### src/rtl/mspi_pkg.sv
package mspi_pkg;

    localparam int CFG_W     = 23;
    localparam int LEN_W     = 6;
    localparam int B_WL_LO   = 7;
    localparam int B_DIR_LO  = 12;
    localparam int B_TXDMA   = 14;
    localparam int B_RXDMA   = 15;
    localparam int B_RXBYP   = 19;
    localparam int B_FORCE   = 20;
    localparam logic [CFG_W-1:0] CFG_RST = 23'h06_0000;

    typedef enum logic [1:0] {
        DIR_BOTH   = 2'd0,
        DIR_RXONLY = 2'd1,
        DIR_TXONLY = 2'd2,
        DIR_BAD    = 2'd3
    } dir_e;

    typedef enum logic [2:0] {
        RS_CFG  = 3'd0,
        RS_STAT = 3'd1,
        RS_EN   = 3'd2,
        RS_TX   = 3'd3,
        RS_RX   = 3'd4,
        RS_NONE = 3'd7
    } rsel_e;

    typedef struct packed {
        logic eot;
        logic txe;
        logic rxf;
    } chan_flags_t;

    function automatic logic f_blocked(logic rxf, logic txe, dir_e dir, logic rx_bypass);
        return (rxf && dir != DIR_TXONLY && !rx_bypass) || (txe && dir != DIR_RXONLY);
    endfunction

    function automatic logic [LEN_W-1:0] f_len(logic [4:0] wl);
        return {1'b0, wl} + LEN_W'(1);
    endfunction

endpackage

### src/rtl/mspi_addr_dec.sv
module mspi_addr_dec
    import mspi_pkg::*;
#(
    parameter int NCH    = 4,
    parameter int AW     = 8,
    parameter int BASE   = 'h2C,
    parameter int STRIDE = 'h14,
    localparam int CW    = (NCH > 1) ? $clog2(NCH) : 1
) (
    input  logic [AW-1:0] addr,
    output logic          hit,
    output logic [CW-1:0] chan,
    output rsel_e         rsel
);
    logic [AW-1:0] off;

    always_comb begin
        hit  = 1'b0;
        chan = '0;
        rsel = RS_NONE;
        off  = '0;
        for (int c = 0; c < NCH; c++) begin
            if (addr >= AW'(BASE + c * STRIDE) &&
                addr <  AW'(BASE + (c + 1) * STRIDE) &&
                addr[1:0] == 2'b00) begin
                off  = addr - AW'(BASE + c * STRIDE);
                hit  = 1'b1;
                chan = CW'(c);
                rsel = rsel_e'(off[4:2]);
            end
        end
    end
endmodule

### src/rtl/mspi_chan.sv
module mspi_chan
    import mspi_pkg::*;
#(
    parameter int DW = 32
) (
    input  logic             clk,
    input  logic             rst,
    input  logic             wr_cfg,
    input  logic             wr_en,
    input  logic             wr_tx,
    input  logic             rd_rx,
    input  logic [DW-1:0]    wdata,
    input  logic             xchg_inhibit,
    input  logic [DW-1:0]    sx_rdata,
    output logic [CFG_W-1:0] cfg,
    output chan_flags_t      flags,
    output logic             en,
    output logic [DW-1:0]    tx,
    output logic [DW-1:0]    rx,
    output logic             eval_o,
    output logic             xchg_go,
    output logic             tx_dreq,
    output logic             rx_dreq
);
    logic eval_q;
    logic complete;
    dir_e dir;

    assign dir      = dir_e'(cfg[B_DIR_LO +: 2]);
    assign complete = eval_q && en && !f_blocked(flags.rxf, flags.txe, dir, cfg[B_RXBYP]);
    assign xchg_go  = complete && (!xchg_inhibit || cfg[B_FORCE]);
    assign eval_o   = eval_q;

    assign tx_dreq = en && cfg[B_TXDMA] && flags.txe && dir != DIR_RXONLY;
    assign rx_dreq = en && cfg[B_RXDMA] && flags.rxf && dir != DIR_TXONLY;

    always_ff @(posedge clk) begin
        if (rst) begin
            cfg    <= CFG_RST;
            flags  <= '{eot: 1'b0, txe: 1'b1, rxf: 1'b0};
            en     <= 1'b0;
            tx     <= '0;
            rx     <= '0;
            eval_q <= 1'b0;
        end else begin
            eval_q <= 1'b0;
            if (wr_cfg) cfg <= wdata[CFG_W-1:0];
            if (wr_en) begin
                if (wdata[0] && !en) begin
                    en     <= 1'b1;
                    eval_q <= 1'b1;
                end else begin
                    en <= wdata[0];
                end
            end
            if (wr_tx) begin
                tx        <= wdata;
                flags.txe <= 1'b0;
                eval_q    <= 1'b1;
            end
            if (rd_rx) begin
                flags.rxf <= 1'b0;
                eval_q    <= 1'b1;
            end
            if (complete) begin
                if (xchg_go) rx <= sx_rdata;
                tx        <= '0;
                flags.eot <= 1'b1;
                flags.txe <= 1'b1;
                if (dir != DIR_TXONLY) flags.rxf <= 1'b1;
            end
        end
    end
endmodule

### src/rtl/mspi_xfer_core.sv
module mspi_xfer_core
    import mspi_pkg::*;
#(
    parameter int NCH    = 4,
    parameter int DW     = 32,
    parameter int AW     = 8,
    localparam int CW    = (NCH > 1) ? $clog2(NCH) : 1
) (
    input  logic             clk,
    input  logic             rst,
    input  logic             bus_wr,
    input  logic             bus_rd,
    input  logic [AW-1:0]    bus_addr,
    input  logic [DW-1:0]    bus_wdata,
    output logic [DW-1:0]    bus_rdata,
    input  logic             xchg_inhibit,
    output logic             sx_valid,
    output logic [CW-1:0]    sx_chan,
    output logic [LEN_W-1:0] sx_len,
    output logic [DW-1:0]    sx_wdata,
    input  logic [DW-1:0]    sx_rdata,
    output logic [NCH-1:0]   tx_dreq,
    output logic [NCH-1:0]   rx_dreq
);
    logic          dec_hit;
    logic [CW-1:0] dec_chan;
    rsel_e         dec_rsel;

    logic [CFG_W-1:0] cfg_a   [NCH];
    chan_flags_t      flags_a [NCH];
    logic [DW-1:0]    tx_a    [NCH];
    logic [DW-1:0]    rx_a    [NCH];
    logic [NCH-1:0]   en_v;
    logic [NCH-1:0]   eval_v;
    logic [NCH-1:0]   go_v;
    logic [2*NCH-1:0] dir_v;

    mspi_addr_dec #(.NCH(NCH), .AW(AW)) dec_i (
        .addr (bus_addr),
        .hit  (dec_hit),
        .chan (dec_chan),
        .rsel (dec_rsel)
    );

    for (genvar c = 0; c < NCH; c++) begin : g_ch
        logic sel;
        assign sel = dec_hit && dec_chan == CW'(c);
        assign dir_v[2*c +: 2] = cfg_a[c][B_DIR_LO +: 2];

        mspi_chan #(.DW(DW)) ch_i (
            .clk          (clk),
            .rst          (rst),
            .wr_cfg       (bus_wr && sel && dec_rsel == RS_CFG),
            .wr_en        (bus_wr && sel && dec_rsel == RS_EN),
            .wr_tx        (bus_wr && sel && dec_rsel == RS_TX),
            .rd_rx        (bus_rd && sel && dec_rsel == RS_RX),
            .wdata        (bus_wdata),
            .xchg_inhibit (xchg_inhibit),
            .sx_rdata     (sx_rdata),
            .cfg          (cfg_a[c]),
            .flags        (flags_a[c]),
            .en           (en_v[c]),
            .tx           (tx_a[c]),
            .rx           (rx_a[c]),
            .eval_o       (eval_v[c]),
            .xchg_go      (go_v[c]),
            .tx_dreq      (tx_dreq[c]),
            .rx_dreq      (rx_dreq[c])
        );
    end

    always_comb begin
        sx_valid = 1'b0;
        sx_chan  = '0;
        sx_len   = '0;
        sx_wdata = '0;
        for (int c = 0; c < NCH; c++) begin
            if (go_v[c]) begin
                sx_valid = 1'b1;
                sx_chan  = CW'(c);
                sx_len   = f_len(cfg_a[c][B_WL_LO +: 5]);
                sx_wdata = tx_a[c];
            end
        end
    end

    always_ff @(posedge clk) begin
        if (rst) begin
            bus_rdata <= '0;
        end else if (bus_rd) begin
            bus_rdata <= '0;
            if (dec_hit) begin
                case (dec_rsel)
                    RS_CFG:  bus_rdata <= DW'(cfg_a[dec_chan]);
                    RS_STAT: bus_rdata <= DW'(flags_a[dec_chan]);
                    RS_EN:   bus_rdata <= DW'(en_v[dec_chan]);
                    RS_TX:   bus_rdata <= tx_a[dec_chan];
                    RS_RX:   bus_rdata <= rx_a[dec_chan];
                    default: bus_rdata <= '0;
                endcase
            end
        end
    end
endmodule

### config.mk
export PLATFORM = sky130hd
export DESIGN_NAME = mspi_xfer_core
export DESIGN_NICKNAME = d
export VERILOG_FILES = /design/src/rtl/mspi_pkg.sv /design/src/rtl/mspi_addr_dec.sv /design/src/rtl/mspi_chan.sv /design/src/rtl/mspi_xfer_core.sv
export SDC_FILE = /design/constraint.sdc
export NUM_CORES = 1
export LEC_CHECK = 0
export BUFFER_PORTS_ARGS = -buffer_cell sky130_fd_sc_hd__buf_2
export CAP_MARGIN = 15
export CORE_MARGIN = 4
export CORE_UTILIZATION = 35
export DETAILED_ROUTE_END_ITERATION = 8
export GPL_TIMING_DRIVEN = 1
export PLACE_DENSITY_LB_ADDON = 0.05
export SYNTH_ARGS = -nofsm -noshare
export SYNTH_HDL_FRONTEND = slang
export SYNTH_SLANG_ARGS = --single-unit
### constraint.sdc
create_clock -name clk -period 7.8 [get_ports clk]
set_clock_uncertainty 0.05 [all_clocks]
set_input_delay 1.17 -clock clk [delete_from_list [all_inputs] [get_ports clk]]
set_output_delay 1.17 -clock clk [all_outputs]
set_load 0.05 [all_outputs]
==> impl_metrics.toml <==
[outcome]
status = "completed"

[clock_tree]
hold_buffers = 0
cts_root_buf = "clkbuf_16"
htreeDepth = 2
cts_buffers = 48
cts_setup_buffers = 0
cts_tree = "done"
cts.sink_count = 400
insertion_delay_ps = 590
clk_pin_slew_worst_paths_ps = 60
cts_resized = 0
clk_path_buf_depth = 3

[die]
num_rows = 84
fp.dieH_um = 241
die_area_um2 = 57900
core_area_um2 = 53100
ioPinCount = 158
fp.dieW_um = 241
start_util_pct = 35.7

[synthesis]
avgSynthCellArea_um2 = 7.94
synth_edf_count = 0
synth_top_area_share_pct = 42.3
syn_nets = 2471
synthTopCellsByArea = "dfxtp_1, nand2_1, a21oi_1"
synth_top_area_cell = "dfxtp_1"
syn_inst = 2386
ys_warn_count = 0
synthDistinctLibCells = 71
ys_seq_elements = 400
ys.flop_type = "dfxtp_1"
syn_area_um2 = 18900
synthArstFlopShare_pct = 0
ys_seq_area_share_pct = 42.3

[drt]
wirelength_um = 78700
drt_iter0_drc = 1691
ant_nets = 0
wl_per_cell_um = 25.3
drc = 0
dr.pass1.iters = 6
vias = 18300
vias_per_cell = 5.88

[finish]
num-nets-final = 2476
drive_above_1_share_pct = 12.6
syn_to_final_growth_pct = 13.2
layout_commonest_cell = "nand2_1"
final_cells = 3115
mostFrequentLayoutCells = "nand2_1, dfxtp_1, a21oi_1, buf_2, nor2_1"
final_area_um2 = 21400

[timing]
finalSetupViolCount = 0
whs_ps = 401
hold_viol = 0
max-slew-margin-rel_pct = 22.9
drv_slew = 0
tightest_slew_ps = 1150
min_period_ps = 5180
post-route-period-util_pct = 66.5
rsz0062_at_grt = "false"
max_freq_mhz = 193
setup_tns_ps = 0

[worst_setup_path]
critPathLaunchType = "register"
end_kind = "output port"
crit_type = "reg -> out"
arrival_ps = 3960
cp_max_fo = 17
r2r_slack_ps = 5080
cp_data_required_time_ps = 6580

[power_and_ir_drop]
power_per_cell_area_nw_per_um2 = 207
p_switching_mw = 1.05
p_leak_nw = 7.10
clkPwrFrac_pct = 49.7
internal-power_mw = 3.38
p_sw_share_pct = 23.8
peakVddDrop_uv = 148
finalPower_mw = 4.43
seq_power_share_pct = 46.1
combPwrFrac_pct = 4.2

[placement]
io_buffer_count = 157
gp_congestion = 0.892
place_inst = 3028
placed_area_um2 = 19900
hpwl_um = 48300

[grt]
grt_max_degree = 90
grt.total_usage_pct = 26.3
grt_pass1_vias = 17500
grt.overflow.total = 0
grt_first_pass_wirelength_um = 116000
grt_antenna_before_repair = 5

[job]
drv_cap = 0

[worst_hold_path]
hold_class = "reg -> reg"
-- sequential cells by signal (all words and copies together) (netlist names) --
signal / cells
g_ch.ch_i.cfg: 92
g_ch.ch_i.rx: 128
g_ch.ch_i.tx: 128
g_ch.ch_i.eval_o: 4
g_ch.ch_i.en: 4
bus_rdata: 32
g_ch.ch_i.flags: 12
-- layer usage --
metal / vias up / wire, µm / track usage [%]
li1: 8491 / - / -
met1: 8868 / 35700 / 37.7
met2: 812 / 33800 / 39.4
met3: 153 / 6840 / 5.79
met4: 6 / 2300 / 8.74
met5: - / 31 / 0
-- per-stage QoR --
step                setup WS (ps)  utilization, %
global placement             2490            37.5
global route                 2480            40.4
detailed placement           2270            37.5
floorplan                    3110               -
finish                       2620            40.4
CTS                          2670            40.4
-- worst paths after layout --
path | cells after the start | from | to
setup reg to reg | 8 | g_ch[3].ch_i.cfg[13] | g_ch[3].ch_i.rx[4]
hold reg to reg | 2 | g_ch[1].ch_i.rx[7] | g_ch[1].ch_i.rx[7]
hold / removal | 2 | g_ch[1].ch_i.rx[7] | g_ch[1].ch_i.rx[7]
setup / recovery | 8 | g_ch[1].ch_i.flags[0] | sx_wdata[19]
-- cell usage after synthesis (all sizes together) (5+ instances only) --
| master | number |
|---|---|
| xor2 | 7 |
| nor3 | 6 |
| nand2b | 14 |
| o2111ai | 20 |
| a21o | 6 |
| nor2 | 138 |
| o21ai | 57 |
| dfxtp | 400 |
| clkbuf | 141 |
| and4 | 10 |
| nand2 | 619 |
| a41oi | 7 |
| nor4 | 11 |
| a221oi | 70 |
| o21a | 21 |
| ha | 8 |
| a2bb2oi | 57 |
| o211a | 5 |
| a31oi | 6 |
| nand4 | 66 |
| a211o | 6 |
| a22o | 51 |
| and2 | 5 |
| xnor2 | 6 |
| mux2i | 70 |
| a21oi | 312 |
| inv | 9 |
| nor2b | 12 |
| o211ai | 6 |
| nand3 | 17 |
| o22ai | 13 |
| a311oi | 5 |
| o221ai | 24 |
| buf | 107 |
| a22oi | 27 |
-- layout make-up --
class                   instances  area, µm²
multi-input cells            1729       9870
clock inverters                 4       52.6
flip-flops and latches        400       8010
well taps                     688        861
inverters                       9       33.8
clock buffers                  81       1470
fillers                      5376      31600
repair buffers                203       1140
diodes                          1       2.50
-- power by group through the flow --
stage	clock [mW]	combinational [mW]	sequential (mW)
2_1_floorplan	0	0.0974	2.09
3_3_place_gp	0	0.184	2.09
3_5_place_dp	0	0.184	2.09
4_1_cts	2.25	0.184	2.04
5_1_grt	2.33	0.196	2.04
6_report	2.20	0.187	2.04
-- worst max-delay path, stage by stage (launching register included) --
cell and delay (ps):
dfxtp_1 330, nor2b_1 150, nor3b_1 390, o211ai_1 290
nor2_4 530, buf_4 410, a221oi_1 120, o21ai_0 730
buf_2 410
-- kinds of logic (layout without fill, tap and decap cells) --
family | count (synthesis) | after routing | synth area share, %
AO/OA/AOI/OAI | 718 | 718 | 25.5
other | 0 | 1 | 0
multiplexers | 70 | 70 | 3.70
AND/OR/NAND/NOR | 920 | 920 | 21.2
adder cells (fa/ha/maj) | 8 | 8 | 0.529
flip-flops | 400 | 400 | 42.3
buffers and inverters | 257 | 297 | 6.18
XOR/XNOR | 13 | 13 | 0.601
Note: power is estimated with default switching activity, not from simulation.
